<file path="src/rtl/scps_pkg.sv">
package scps_pkg;

    typedef enum logic [2:0] {
        ST_IDLE   = 3'd0,
        ST_TRACK  = 3'd1,
        ST_PRE    = 3'd2,
        ST_DIS    = 3'd3,
        ST_GAP    = 3'd4,
        ST_SETTLE = 3'd5,
        ST_XFER   = 3'd6,
        ST_POST   = 3'd7
    } seq_st_e;

    typedef struct packed {
        logic cal;
        logic smp;
        logic dis;
        logic fbr;
        logic xfr;
        logic hv;
    } phase_t;

endpackage

</file>
<file path="src/rtl/scps_refdiv.sv">
module scps_refdiv (
    input  logic clk,
    input  logic rst_n,
    output logic ref_o
);
    logic ref_d, ref_q;

    always_comb begin
        ref_d = ~ref_q;
    end

    always_ff @(posedge clk or negedge rst_n) begin
        if (!rst_n) ref_q <= 1'b0;
        else        ref_q <= ref_d;
    end

    assign ref_o = ref_q;
endmodule

</file>
<file path="src/rtl/scps_timer.sv">
module scps_timer #(
    parameter int W = 6
) (
    input  logic         clk,
    input  logic         rst_n,
    input  logic         load_i,
    input  logic [W-1:0] val_i,
    output logic         zero_o
);
    logic [W-1:0] cnt_d, cnt_q;

    always_comb begin
        if (load_i)            cnt_d = val_i;
        else if (cnt_q != '0)  cnt_d = cnt_q - W'(1);
        else                   cnt_d = cnt_q;
    end

    always_ff @(posedge clk or negedge rst_n) begin
        if (!rst_n) cnt_q <= '0;
        else        cnt_q <= cnt_d;
    end

    assign zero_o = (cnt_q == '0);
endmodule

</file>
<file path="src/rtl/scps_decode.sv">
module scps_decode
    import scps_pkg::*;
(
    input  seq_st_e st_i,
    input  logic    cal_mode_i,
    output phase_t  ph_o
);
    always_comb begin
        ph_o     = '0;
        ph_o.cal = (st_i == ST_TRACK) &&  cal_mode_i;
        ph_o.smp = (st_i == ST_TRACK) && !cal_mode_i;
        ph_o.fbr = (st_i == ST_TRACK) || (st_i == ST_PRE) || (st_i == ST_DIS);
        ph_o.dis = (st_i == ST_DIS);
        ph_o.xfr = (st_i == ST_SETTLE) || (st_i == ST_XFER);
        ph_o.hv  = (st_i == ST_XFER) && !cal_mode_i;
    end
endmodule

</file>
<file path="src/rtl/scps_seq.sv">
module scps_seq
    import scps_pkg::*;
#(
    parameter int DT_W     = 4,
    parameter int CAL_CYC  = 32,
    parameter int SMP_CYC  = 16,
    parameter int DIS_CYC  = 4,
    parameter int HOLD_CYC = 8
) (
    input  logic            clk,
    input  logic            rst_n,
    input  logic            start_i,
    input  logic [DT_W-1:0] dead_i,
    output logic            ph_cal_o,
    output logic            ph_smp_o,
    output logic            ph_dis_o,
    output logic            ph_fbr_o,
    output logic            ph_xfr_o,
    output logic            ph_ref_o,
    output logic            hold_valid_o
);
    localparam int DT_MAX  = (1 << DT_W) - 1;
    localparam int M1      = (CAL_CYC > SMP_CYC) ? CAL_CYC : SMP_CYC;
    localparam int M2      = (DIS_CYC > HOLD_CYC) ? DIS_CYC : HOLD_CYC;
    localparam int M3      = (M1 > M2) ? M1 : M2;
    localparam int LEN_MAX = (M3 > DT_MAX) ? M3 : DT_MAX;
    localparam int CNT_W   = $clog2(LEN_MAX + 1);

    typedef struct packed {
        seq_st_e         st;
        logic            cal_mode;
        logic [DT_W-1:0] dead;
    } seq_t;

    seq_t             s_d, s_q;
    logic             ld;
    logic [CNT_W-1:0] ld_val;
    logic             t_zero;
    logic             ref_q;
    phase_t           ph;

    scps_refdiv u_ref (
        .clk   (clk),
        .rst_n (rst_n),
        .ref_o (ref_q)
    );

    scps_timer #(.W(CNT_W)) u_tmr (
        .clk    (clk),
        .rst_n  (rst_n),
        .load_i (ld),
        .val_i  (ld_val),
        .zero_o (t_zero)
    );

    always_comb begin
        s_d    = s_q;
        ld     = 1'b0;
        ld_val = '0;
        unique case (s_q.st)
            ST_IDLE: begin
                if (start_i && ref_q) begin
                    s_d.st       = ST_TRACK;
                    s_d.cal_mode = 1'b1;
                    s_d.dead     = (dead_i == '0) ? DT_W'(1) : dead_i;
                    ld           = 1'b1;
                    ld_val       = CNT_W'(CAL_CYC - 1);
                end
            end
            ST_TRACK: if (t_zero) begin
                s_d.st = ST_PRE;
                ld     = 1'b1;
                ld_val = CNT_W'(s_q.dead) - CNT_W'(1);
            end
            ST_PRE: if (t_zero) begin
                s_d.st = ST_DIS;
                ld     = 1'b1;
                ld_val = CNT_W'(DIS_CYC - 1);
            end
            ST_DIS: if (t_zero) begin
                s_d.st = ST_GAP;
                ld     = 1'b1;
                ld_val = CNT_W'(s_q.dead) - CNT_W'(1);
            end
            ST_GAP: if (t_zero) begin
                s_d.st = ST_SETTLE;
                ld     = 1'b1;
                ld_val = '0;
            end
            ST_SETTLE: if (t_zero) begin
                s_d.st = ST_XFER;
                ld     = 1'b1;
                ld_val = CNT_W'(HOLD_CYC - 2);
            end
            ST_XFER: if (t_zero) begin
                s_d.st = ST_POST;
                ld     = 1'b1;
                ld_val = CNT_W'(s_q.dead) - CNT_W'(1);
            end
            ST_POST: if (t_zero) begin
                if (start_i) begin
                    s_d.st       = ST_TRACK;
                    s_d.cal_mode = 1'b0;
                    ld           = 1'b1;
                    ld_val       = CNT_W'(SMP_CYC - 1);
                end else begin
                    s_d.st       = ST_IDLE;
                    s_d.cal_mode = 1'b0;
                end
            end
            default: s_d.st = ST_IDLE;
        endcase
    end

    always_ff @(posedge clk or negedge rst_n) begin
        if (!rst_n) begin
            s_q.st       <= ST_IDLE;
            s_q.cal_mode <= 1'b0;
            s_q.dead     <= DT_W'(1);
        end else begin
            s_q <= s_d;
        end
    end

    scps_decode u_dec (
        .st_i       (s_q.st),
        .cal_mode_i (s_q.cal_mode),
        .ph_o       (ph)
    );

    assign ph_cal_o     = ph.cal;
    assign ph_smp_o     = ph.smp;
    assign ph_dis_o     = ph.dis;
    assign ph_fbr_o     = ph.fbr;
    assign ph_xfr_o     = ph.xfr;
    assign hold_valid_o = ph.hv;
    assign ph_ref_o     = ref_q;
endmodule

</file>
<file path="config.mk">
export PLATFORM = sky130hd
export DESIGN_NAME = scps_seq
export DESIGN_NICKNAME = d
export VERILOG_FILES = /design/src/rtl/scps_pkg.sv /design/src/rtl/scps_refdiv.sv /design/src/rtl/scps_timer.sv /design/src/rtl/scps_decode.sv /design/src/rtl/scps_seq.sv
export SDC_FILE = /design/constraint.sdc
export NUM_CORES = 1
export LEC_CHECK = 0
export BUFFER_PORTS_ARGS = -buffer_cell sky130_fd_sc_hd__buf_2
export CELL_PAD_IN_SITES_DETAIL_PLACEMENT = 1
export CELL_PAD_IN_SITES_GLOBAL_PLACEMENT = 2
export CORE_ASPECT_RATIO = 1.5
export CORE_UTILIZATION = 35
export CTS_BUF_LIST = sky130_fd_sc_hd__clkbuf_4 sky130_fd_sc_hd__clkbuf_8
export DETAILED_ROUTE_END_ITERATION = 10
export PLACE_DENSITY = 0.77
export REMOVE_ABC_BUFFERS = 1
export SYNTH_ARGS = -nofsm -noshare
export SYNTH_HDL_FRONTEND = slang
export SYNTH_SLANG_ARGS = --single-unit
</file>
<file path="constraint.sdc">
create_clock -name clk -period 1.9 [get_ports clk]
set_input_delay 0.19 -clock clk [delete_from_list [all_inputs] [get_ports clk]]
set_output_delay 0.19 -clock clk [all_outputs]
set_load 0.01 [all_outputs]
</file>
==> reports/summary.json, run 1 <==
{
  "vdd_drop_max_mv": 0.380,
  "stdcell_count": 163,
  "timing.final.crit_period_ns": 1.71,
  "gp_routability_congestion": 0.817,
  "crit_chain": "inv_1 > ha_1 > xor2_1 > o211a_1 > a221oi_1 > a211oi_1",
  "portbufs": 13,
  "drt_first_pass_iters": 4,
  "synth_sequential_area_ratio_pct": 38.7,
  "arrival_time_worst_endpoint_ns": 1.82,
  "dieWidth_um": 45.0,
  "max_slew.worst_pin.slew_ns": 0.383,
  "synthArstFlopShare_pct": 100,
  "dp_worst_setup_slack_ns": 0.194,
  "totalWireLength_um": 2470,
  "cts.htree.levels": 1,
  "crit_path_end_kind": "register",
  "drc": 0,
  "regToRegEndpoint": "u_tmr.cnt_q[2]",
  "finalClockSkew_ns": 0.00143,
  "area_growth_pct": 17.4,
  "core_area_um2": 2650,
  "power.share.combinational_pct": 2.9,
  "post-cts-setup-buffers": 0,
  "antenna_cells_inserted": 0,
  "grt_util_all_layers_pct": 19.2,
  "detailroute.via_count": 870,
  "reg2reg_from": "s_q[0]",
  "ys_warn_count": 0,
  "max_stage_delay_ns": 0.53,
  "postSynthRegisterBits": 15,
  "reg2regPathDepth": 6,
  "setup.worst_path.class": "reg2reg",
  "cts_resized": 0,
  "design.die.area_um2": 3000,
  "first_iter_violations": 8,
  "final_core_util_pct": 43.1,
  "wire_length_of_the_first_global_routing_pass_um": 4220,
  "holdPathStages": 3,
  "cell_count_after_placement": 158,
  "timing.hold.worst.start": "dead_i[3]",
  "max_freq_mhz": 584,
  "clk_pin_slew_ns": 0.06,
  "insertion_delay_ns": 0.25,
  "cts_max_path_buffers": 2,
  "setup_total_negative_slack_ns": 0,
  "setup.reg_to_reg.worst_slack_ns": 0.19,
  "most_common_flop_cell_mapped_by_yosys": "sky130_fd_sc_hd__dfrtp_1",
  "power.static_leakage_nw": 0.571,
  "mappedNetlistArea_um2": 972,
  "antenna_violations_before_repair": 0,
  "final-max-slew-violation-count": 0,
  "setup_viol_count_final": 0,
  "floorplan.rows": 23,
  "grt_remaining_overflow": 0,
  "total_power_w": 0.000599,
  "fin_nets": 137,
  "post-dp-hpwl_um": 1910,
  "timing.critical_path.from_type": "register",
  "final_critical_path_setup_slack_ns": 0.187,
  "unrepaired_setup_endpoints_after_global_routing": "false",
  "clkSinkCount": 15,
  "finalHoldViolations": 0,
  "critPathTopFamily": "compound AO/OA/AOI/OAI gates",
  "worstPathMaxFanout": 3,
  "share_clk_of_total_power_pct": 43.8,
  "clock_buffer_count_from_cts": 3,
  "holdCritPathClass": "in2reg",
  "outcome": "complete, no violations",
  "tritoncts": "done",
  "p_per_area_nw_per_um2": 525,
  "drive_above_1_share_pct": 19.8,
  "seq_pwr_share_pct": 53.3,
  "cts_root_buffer": "sky130_fd_sc_hd__clkbuf_8",
  "path_buf_inv": 1,
  "critPathSlowestCell": "sky130_fd_sc_hd__dfstp_2",
  "number_of_enable_flip_flop_cells_after_synthesis": 0,
  "switching_power_w": 0.000128,
  "p_sw_share_pct": 21.4,
  "route.detailed.wl_per_inst_um": 15.2,
  "fin_crit_sh_pct": 90.1,
  "cellInternalPower_w": 0.000471,
  "first_global_vias": 878,
  "crit_required_ns": 2.00,
  "initial_standard_cell_utilization_of_the_core_pct": 36.7,
  "ioPinCount": 14,
  "max-cap-violations": 0,
  "height_of_the_die_um": 66.6,
  "syn_area_per_cell_um2": 8.76,
  "post_synth_inst_count": 111,
  "netlist-cell-type-count": 41,
  "ant_nets": 0,
  "timing.slew.headroom_pct": 73.8,
  "hold_path_end": "s_q[3]",
  "vias_per_cell": 5.34,
  "grt_start_max_net_pins": 16
}
-- cell usage in the layout (no fill, tap or decap), types with 2 or more instances in the layout --
master,count
sky130_fd_sc_hd__dfrtp_1,14
sky130_fd_sc_hd__buf_2,13
sky130_fd_sc_hd__nand2_1,12
sky130_fd_sc_hd__nor2_1,9
sky130_fd_sc_hd__inv_1,7
sky130_fd_sc_hd__xor2_1,7
sky130_fd_sc_hd__nor3_1,7
sky130_fd_sc_hd__nand2b_1,4
sky130_fd_sc_hd__o21ai_0,4
sky130_fd_sc_hd__buf_4,4
sky130_fd_sc_hd__xnor2_1,3
sky130_fd_sc_hd__ha_1,3
sky130_fd_sc_hd__clkbuf_8,3
sky130_fd_sc_hd__a21oi_1,2
sky130_fd_sc_hd__and3_1,2
sky130_fd_sc_hd__o31ai_1,2
sky130_fd_sc_hd__a31oi_1,2
sky130_fd_sc_hd__o211ai_1,2
-- worst register-to-register path: cells and delay by family, from the launching register on --
family          cells  cell delay [ns]
compound gates      3             0.57
buf+inv             1             0.06
flops               1             0.53
fa+ha+maj           1             0.24
xor+xnor            1             0.17
-- kinds of logic (layout without fill, tap and decap cells) --
logic type	count (synthesis)	count (layout)	synth area share (%)
DFF	15	15	38.7
buffers and inverters	14	29	5.66
xor gates and xnor gates	10	10	9.01
and+or+nand+nor	45	45	24.6
AOI/OAI and AO/OA	24	24	18.1
adders and majority gates	3	3	3.86
-- registers in the layout (all words and copies together), names as in the netlist --
signal	cells
u_tmr.cnt_q	6
s_q	8
u_ref.ref_o	1
-- final cells by class --
cell class	count	area [um2]
sequential	15	377
multi-input combinational	82	541
timing repair buffer	18	105
fill	324	1510
tap	37	46.3
clock buffer	3	41.3
clock inverter	1	5.00
inverter	7	26.3
-- Yosys cell counts, types with 2 or more instances --
cell                       count  area [um2]
sky130_fd_sc_hd__xor2_1        7        61.3
sky130_fd_sc_hd__and3_1        2        12.5
sky130_fd_sc_hd__nor3_1        7        35.0
sky130_fd_sc_hd__a31oi_1       2        12.5
sky130_fd_sc_hd__o211ai_1      2        15.0
sky130_fd_sc_hd__dfrtp_1      14         350
sky130_fd_sc_hd__nand2_1      12        45.0
sky130_fd_sc_hd__nor2_1        9        33.8
sky130_fd_sc_hd__xnor2_1       3        26.3
sky130_fd_sc_hd__nand2b_1      4        25.0
sky130_fd_sc_hd__clkbuf_1      5        18.8
sky130_fd_sc_hd__o21ai_0       4        20.0
sky130_fd_sc_hd__buf_2         2        10.0
sky130_fd_sc_hd__a21oi_1       2        10.0
sky130_fd_sc_hd__o31ai_1       2        15.0
sky130_fd_sc_hd__inv_1         7        26.3
sky130_fd_sc_hd__ha_1          3        37.5
-- layer usage --
layer | vias up | share of wire, % | wire (um) | GRT usage (%)
met2 | 13 | 53 | 1320 | 33.3
met5 | - | 0 | 0 | 0
met4 | 0 | 2.1 | 53 | 8.71
li1 | 421 | - | - | -
met1 | 430 | 43 | 1060 | 23.0
met3 | 6 | 1.7 | 41 | 1.90
-- power by group through the flow --
| stage | clock network (W) | logic (W) | registers, W |
|---|---|---|---|
| after floorplan | 0 | 0.00000120 | 0.000325 |
| after global placement | 0 | 0.0000160 | 0.000325 |
| after detailed placement | 0 | 0.0000162 | 0.000325 |
| after CTS | 0.000273 | 0.0000179 | 0.000319 |
| after global routing | 0.000281 | 0.0000205 | 0.000319 |
| final | 0.000263 | 0.0000172 | 0.000319 |
-- repair_timing --
action / CTS / global route
hold buffers: 1 / 0
endpoints found under the setup margin: 0 / 0
endpoints found under the hold margin: 14 / 0
-- worst max-delay path by stage --
| stage | from | endpoint | slack [ns] | cells after the start |
|---|---|---|---|---|
| global placement | s_q[0] | u_tmr.cnt_q[2] | 0.24 | 6 |
| floorplan | u_tmr.cnt_q[2] | u_tmr.cnt_q[3] | 0.36 | 4 |
| CTS | s_q[0] | u_tmr.cnt_q[2] | 0.18 | 6 |
| finish | s_q[0] | u_tmr.cnt_q[2] | 0.19 | 6 |
| detailed placement | s_q[0] | u_tmr.cnt_q[2] | 0.19 | 6 |
| global route | u_tmr.cnt_q[0] | u_tmr.cnt_q[1] | 0.11 | 6 |
-- per-stage QoR --
step           hold slack, ns  area (um2)
2_1_floorplan          -0.106         943
3_3_place_gp            0.119        1080
3_5_place_dp            0.119        1080
4_1_cts                 0.149        1140
5_1_grt                 0.165        1140
6_report                0.150        1140
No activity file was read; power rests on OpenSTA's default activity.
==> run 2: changes to the inputs <==
--- a/config.mk
+++ b/config.mk
@@ -9,10 +9,10 @@
 export CELL_PAD_IN_SITES_DETAIL_PLACEMENT = 1
 export CELL_PAD_IN_SITES_GLOBAL_PLACEMENT = 2
 export CORE_ASPECT_RATIO = 1.5
-export CORE_UTILIZATION = 35
+export CORE_UTILIZATION = 32
 export CTS_BUF_LIST = sky130_fd_sc_hd__clkbuf_4 sky130_fd_sc_hd__clkbuf_8
 export DETAILED_ROUTE_END_ITERATION = 10
-export PLACE_DENSITY = 0.77
+export PLACE_DENSITY = 0.74
 export REMOVE_ABC_BUFFERS = 1
 export SYNTH_ARGS = -nofsm -noshare
 export SYNTH_HDL_FRONTEND = slang
==> constraint.sdc (replaced) <==
create_clock -name clk -period 1.5 [get_ports clk]
set_input_delay 0.15 -clock clk [delete_from_list [all_inputs] [get_ports clk]]
set_output_delay 0.15 -clock clk [all_outputs]
set_load 0.01 [all_outputs]
==> run 2 against run 1 <==
- register-to-register slack worse by 0.26 ns
- the run now ends with negative setup slack left
- critical path depth is 1 lower
- global-route usage is 1.8 points higher
- non-clock buffer count is 22 higher
- count of clock-buffer cells in the layout is 1 higher
- maximum frequency is 9.1% higher
==> reports/summary.json, run 2 (same netlist as run 1, synthesis figures left out) <==
{
  "worstPathMaxFanout": 4,
  "grt_start_max_net_pins": 16,
  "max_slew.worst_pin.slew_ns": 0.378,
  "clk_pin_slew_ns": 0.06,
  "vdd_drop_max_mv": 0.479,
  "p_per_area_nw_per_um2": 562,
  "setup_viol_count_final": 4,
  "antenna_violations_before_repair": 0,
  "max_freq_mhz": 637,
  "drt_first_pass_iters": 4,
  "cts_max_path_buffers": 2,
  "grt_util_all_layers_pct": 21.0,
  "initial_standard_cell_utilization_of_the_core_pct": 33.4,
  "fillerInstances": 354,
  "first_global_vias": 1058,
  "total_power_w": 0.000787,
  "max-cap-violations": 0,
  "setup.worst_path.class": "reg2reg",
  "clock_buffer_count_from_cts": 3,
  "holdCritPathClass": "in2reg",
  "height_of_the_die_um": 69.5,
  "final-max-slew-violation-count": 0,
  "wire_length_of_the_first_global_routing_pass_um": 4930,
  "core_area_um2": 2910,
  "outcome": "finished, violations left",
  "insertion_delay_ns": 0.25,
  "unrepaired_setup_endpoints_after_global_routing": "true",
  "drc": 0,
  "crit_path_end_kind": "register",
  "violated_checks": "negative setup slack",
  "tritoncts": "done",
  "post-dp-hpwl_um": 2090,
  "power.static_leakage_nw": 0.690,
  "timing.slew.headroom_pct": 74.8,
  "cts_root_buffer": "sky130_fd_sc_hd__clkbuf_8",
  "design.die.area_um2": 3270,
  "sequential_cell_area_um2": 380,
  "area_growth_pct": 44.1,
  "totalWireLength_um": 2830,
  "registers.top_by_ff_count": "s_q",
  "fin_crit_sh_pct": 105,
  "finalClockSkew_ns": 0.00288,
  "cts.htree.levels": 1,
  "final_critical_path_setup_slack_ns": -0.0700,
  "multi_input_area_um2": 623,
  "timing.final.crit_period_ns": 1.57,
  "grt_remaining_overflow": 0,
  "dp_worst_setup_slack_ns": -0.112,
  "most_common_library_cell_in_the_layout_ignoring_fill_and_taps": "sky130_fd_sc_hd__buf_4",
  "ioPinCount": 14,
  "finalHoldViolations": 0,
  "clkSinkCount": 15,
  "fin_nets": 159,
  "dieWidth_um": 47.0,
  "vias_per_cell": 5.06,
  "final_core_util_pct": 48.1,
  "crit_required_ns": 1.64,
  "largest_register_ffs": 8,
  "floorplan.rows": 24,
  "route.detailed.wl_per_inst_um": 15.1,
  "arrival_time_worst_endpoint_ns": 1.71,
  "detailroute.via_count": 946,
  "ant_nets": 0,
  "first_iter_violations": 17,
  "timing.critical_path.from_type": "register",
  "drive_above_1_share_pct": 42.6,
  "portbufs": 13,
  "layout.cells.most_common_list": "sky130_fd_sc_hd__buf_4, sky130_fd_sc_hd__buf_2, sky130_fd_sc_hd__nand2_1, sky130_fd_sc_hd__dfrtp_1, sky130_fd_sc_hd__nor3_1",
  "antenna_cells_inserted": 0,
  "gp_routability_congestion": 0.797
}
[run 2: per-stage QoR]
step           hold slack [ns]  cells  TNS (ns)  cell area [um2]
3_5_place_dp            0.0812    176    -0.511             1210
3_3_place_gp            0.0768    176    -0.317             1210
2_1_floorplan           -0.146    104   -0.0816              943
5_1_grt                  0.129    187    -0.647             1400
6_report                 0.112    187    -0.159             1400
4_1_cts                  0.111    184   -0.0536             1350
[run 2: worst max-delay path, stage by stage, from the launching register on]
cell	delay [ns]
sky130_fd_sc_hd__dfrtp_1	0.37
sky130_fd_sc_hd__or3_4	0.42
sky130_fd_sc_hd__nor4_4	0.31
sky130_fd_sc_hd__buf_4	0.16
sky130_fd_sc_hd__nand2b_1	0.11
sky130_fd_sc_hd__a31oi_1	0.07
[run 2: area by class of cell]
class	count	area share, %
clock buffers	4	3.48
multi-input cells	82	44.5
inverters	7	1.88
repair buffers	40	19.6
well taps	39	3.48
flip-flops and latches	15	27.1
[run 2: timing repair]
| action | in CTS | in global routing |
|---|---|---|
| setup buffers | 3 | 3 |
| hold buffers | 1 | 0 |
| endpoints found under the hold margin | 14 | 0 |
| endpoints found under the setup margin | 8 | 15 |
| resized for setup | 14 | 9 |
| pin swaps | 10 | 6 |
[run 2: worst paths after layout]
check,startpoint,endpoint,slack (ns),cells past startpoint
setup reg to reg,u_tmr.cnt_q[3],u_tmr.cnt_q[3],-0.07,5
setup / recovery,u_tmr.cnt_q[3],u_tmr.cnt_q[3],-0.07,5
hold / removal,dead_i[2],s_q[2],0.11,3
hold reg to reg,s_q[4],s_q[4],0.53,1
min in group asynchronous,rst_n,u_tmr.cnt_q[4],0.34,2
max in group asynchronous,rst_n,s_q[0],0.84,2
[run 2: metal layers]
layer,global-route usage (%),routed length [um],vias to the layer above
li1,-,-,464
met1,26.2,1200,466
met2,35.8,1530,11
met3,1.56,47,5
met4,7.62,57,0
met5,0,0,-
[run 2: power breakdown]
group | internal (W) | switching (W) | total, W
registers | 0.000405 | 0 | 0.000405
clock network | 0.000207 | 0.000153 | 0.000360
logic | 0.00000826 | 0.0000146 | 0.0000228
==> run 3: changes to the inputs <==
--- a/config.mk
+++ b/config.mk
@@ -12,7 +12,7 @@
 export CORE_UTILIZATION = 32
 export CTS_BUF_LIST = sky130_fd_sc_hd__clkbuf_4 sky130_fd_sc_hd__clkbuf_8
 export DETAILED_ROUTE_END_ITERATION = 10
-export PLACE_DENSITY = 0.74
+export PLACE_DENSITY_LB_ADDON = 0.1
 export REMOVE_ABC_BUFFERS = 1
 export SYNTH_ARGS = -nofsm -noshare
 export SYNTH_HDL_FRONTEND = slang
==> run 3 against run 2 <==
- the run still ends with negative setup slack left
- non-clock buffer count rose by 4
- register-to-register slack barely moved
- critical path depth fell by 1
- critical path type unchanged
- critical endpoint unchanged
==> reports/summary.json, run 3 (same netlist as run 1, synthesis figures left out) <==
{
  "outcome": "finished, violations left",
  "violated_checks": "negative setup slack",
  "arrival_time_worst_endpoint_ns": 1.76,
  "height_of_the_die_um": 69.5,
  "dp_worst_setup_slack_ns": -0.117,
  "wire_length_of_the_first_global_routing_pass_um": 4650,
  "crit_path_end_kind": "register",
  "max_slew.worst_pin.slew_ns": 0.346,
  "fillerInstances": 349,
  "clkSinkCount": 15,
  "postLayoutCellArea_um2": 1480,
  "clock_buffer_count_from_cts": 3,
  "registers.top_by_ff_count": "s_q",
  "antenna_violations_before_repair": 0,
  "stdcell_count": 191,
  "place_area_um2": 1210,
  "max_freq_mhz": 634,
  "first_iter_violations": 7,
  "tritoncts": "done",
  "final_critical_path_setup_slack_ns": -0.0782,
  "fin_crit_sh_pct": 105,
  "totalWireLength_um": 2970,
  "post-dp-hpwl_um": 2090,
  "drive_above_1_share_pct": 47.4,
  "crit_required_ns": 1.68,
  "ioPinCount": 14,
  "setup_total_negative_slack_ns": -0.179,
  "p_per_area_nw_per_um2": 534,
  "initial_standard_cell_utilization_of_the_core_pct": 33.4,
  "clk_pin_slew_ns": 0.07,
  "setup.worst_path.class": "reg2reg",
  "core_area_um2": 2910,
  "largest_register_ffs": 8,
  "portbufs": 13,
  "gp_routability_congestion": 0.794,
  "vdd_drop_max_mv": 0.494,
  "power.static_leakage_nw": 0.715,
  "p_sw_share_pct": 21.5,
  "timing.final.crit_period_ns": 1.58,
  "setup_viol_count_final": 5,
  "drt_first_pass_iters": 4,
  "grt_remaining_overflow": 0,
  "cts_root_buffer": "sky130_fd_sc_hd__clkbuf_8",
  "detailroute.via_count": 948,
  "antenna_cells_inserted": 0,
  "cellInternalPower_w": 0.000621,
  "floorplan.rows": 24,
  "layout.cells.most_common_list": "sky130_fd_sc_hd__buf_4, sky130_fd_sc_hd__buf_2, sky130_fd_sc_hd__nand2_1, sky130_fd_sc_hd__dfrtp_1, sky130_fd_sc_hd__nor3_1",
  "cts.htree.levels": 1,
  "share_clk_of_total_power_pct": 45.7,
  "unrepaired_setup_endpoints_after_global_routing": "true",
  "seq_pwr_share_pct": 51.1,
  "vias_per_cell": 4.96,
  "sequential_cell_area_um2": 380,
  "fin_nets": 163,
  "most_common_library_cell_in_the_layout_ignoring_fill_and_taps": "sky130_fd_sc_hd__buf_4",
  "ant_nets": 0,
  "power.share.combinational_pct": 3.1,
  "final-max-slew-violation-count": 0,
  "first_global_vias": 984,
  "design.die.area_um2": 3270,
  "insertion_delay_ns": 0.25,
  "timing.critical_path.from_type": "register",
  "multi_input_area_um2": 662,
  "route.detailed.wl_per_inst_um": 15.6,
  "worstPathMaxFanout": 6,
  "finalClockSkew_ns": 0.00869,
  "timing.slew.headroom_pct": 76.9,
  "area_growth_pct": 52.4,
  "total_power_w": 0.000791,
  "finalHoldViolations": 0,
  "grt_start_max_net_pins": 16,
  "cell_count_after_placement": 177,
  "grt_util_all_layers_pct": 20.1,
  "drc": 0,
  "cts_max_path_buffers": 2,
  "max-cap-violations": 0,
  "holdCritPathClass": "in2reg",
  "dieWidth_um": 47.0,
  "switching_power_w": 0.000170
}
run 3: cell types whose count changed in the layout (fill, tap and decap cells not counted), sizes merged:
cell | before | now
buf | 39 | 43
run 3: power groups by stage:
stage	registers, W	clock network [W]	logic (W)
detailed placement	0.000412	0	0.0000228
global route	0.000404	0.000382	0.0000282
floorplan	0.000412	0	0.00000152
CTS	0.000405	0.000365	0.0000253
finish	0.000404	0.000362	0.0000247
global placement	0.000412	0	0.0000225
run 3: path summary, 6_finish.rpt:
check | end | slack [ns] | startpoint | cells after the start
worst max-delay path | u_tmr.cnt_q[3] | -0.08 | u_tmr.cnt_q[3] | 4
worst min-delay path | s_q[2] | 0.11 | dead_i[2] | 3
worst max register to register | u_tmr.cnt_q[3] | -0.08 | u_tmr.cnt_q[3] | 4
worst min register to register | s_q[3] | 0.54 | s_q[3] | 2
max in group asynchronous | s_q[0] | 0.85 | rst_n | 2
min in group asynchronous | u_ref.ref_o | 0.34 | rst_n | 2
run 3: final cells by class:
cell class	instances	area share, %
Multi-Input combinational cell	82	44.7
Sequential cell	15	25.7
Timing Repair Buffer	44	21.3
Clock buffer	4	3.29
Tap cell	39	3.29
Inverter	7	1.77
run 3: worst max-delay path: stages, from the launching register on:
cell                      delay, ns
sky130_fd_sc_hd__dfrtp_1       0.38
sky130_fd_sc_hd__or3_4         0.42
sky130_fd_sc_hd__or2_4         0.29
sky130_fd_sc_hd__o31a_1        0.29
sky130_fd_sc_hd__a31oi_1       0.12
run 3: metal layers:
| metal | up-vias | global-route usage (%) | share of wire (%) |
|---|---|---|---|
| met1 | 464 | 23.8 | 40 |
| met4 | 0 | 6.67 | 0.71 |
| li1 | 476 | - | - |
| met5 | - | 0 | 0 |
| met2 | 6 | 35.2 | 58 |
| met3 | 2 | 2.34 | 1.1 |
run 3: stage by stage:
stage	util, %	hold WS, ns
2_1_floorplan	-	-0.146
3_3_place_gp	41.7	0.0808
3_5_place_dp	41.7	0.0802
4_1_cts	47.0	0.110
5_1_grt	50.9	0.124
6_report	50.9	0.111
run 3: repair_timing:
item                                   in CTS  in global routing
resized for setup                          17                 16
pin swaps                                  10                  3
hold buffers                                1                  0
buffers inserted                            3                  6
setup endpoints to repair                  10                 18
endpoints found under the hold margin      14                  0
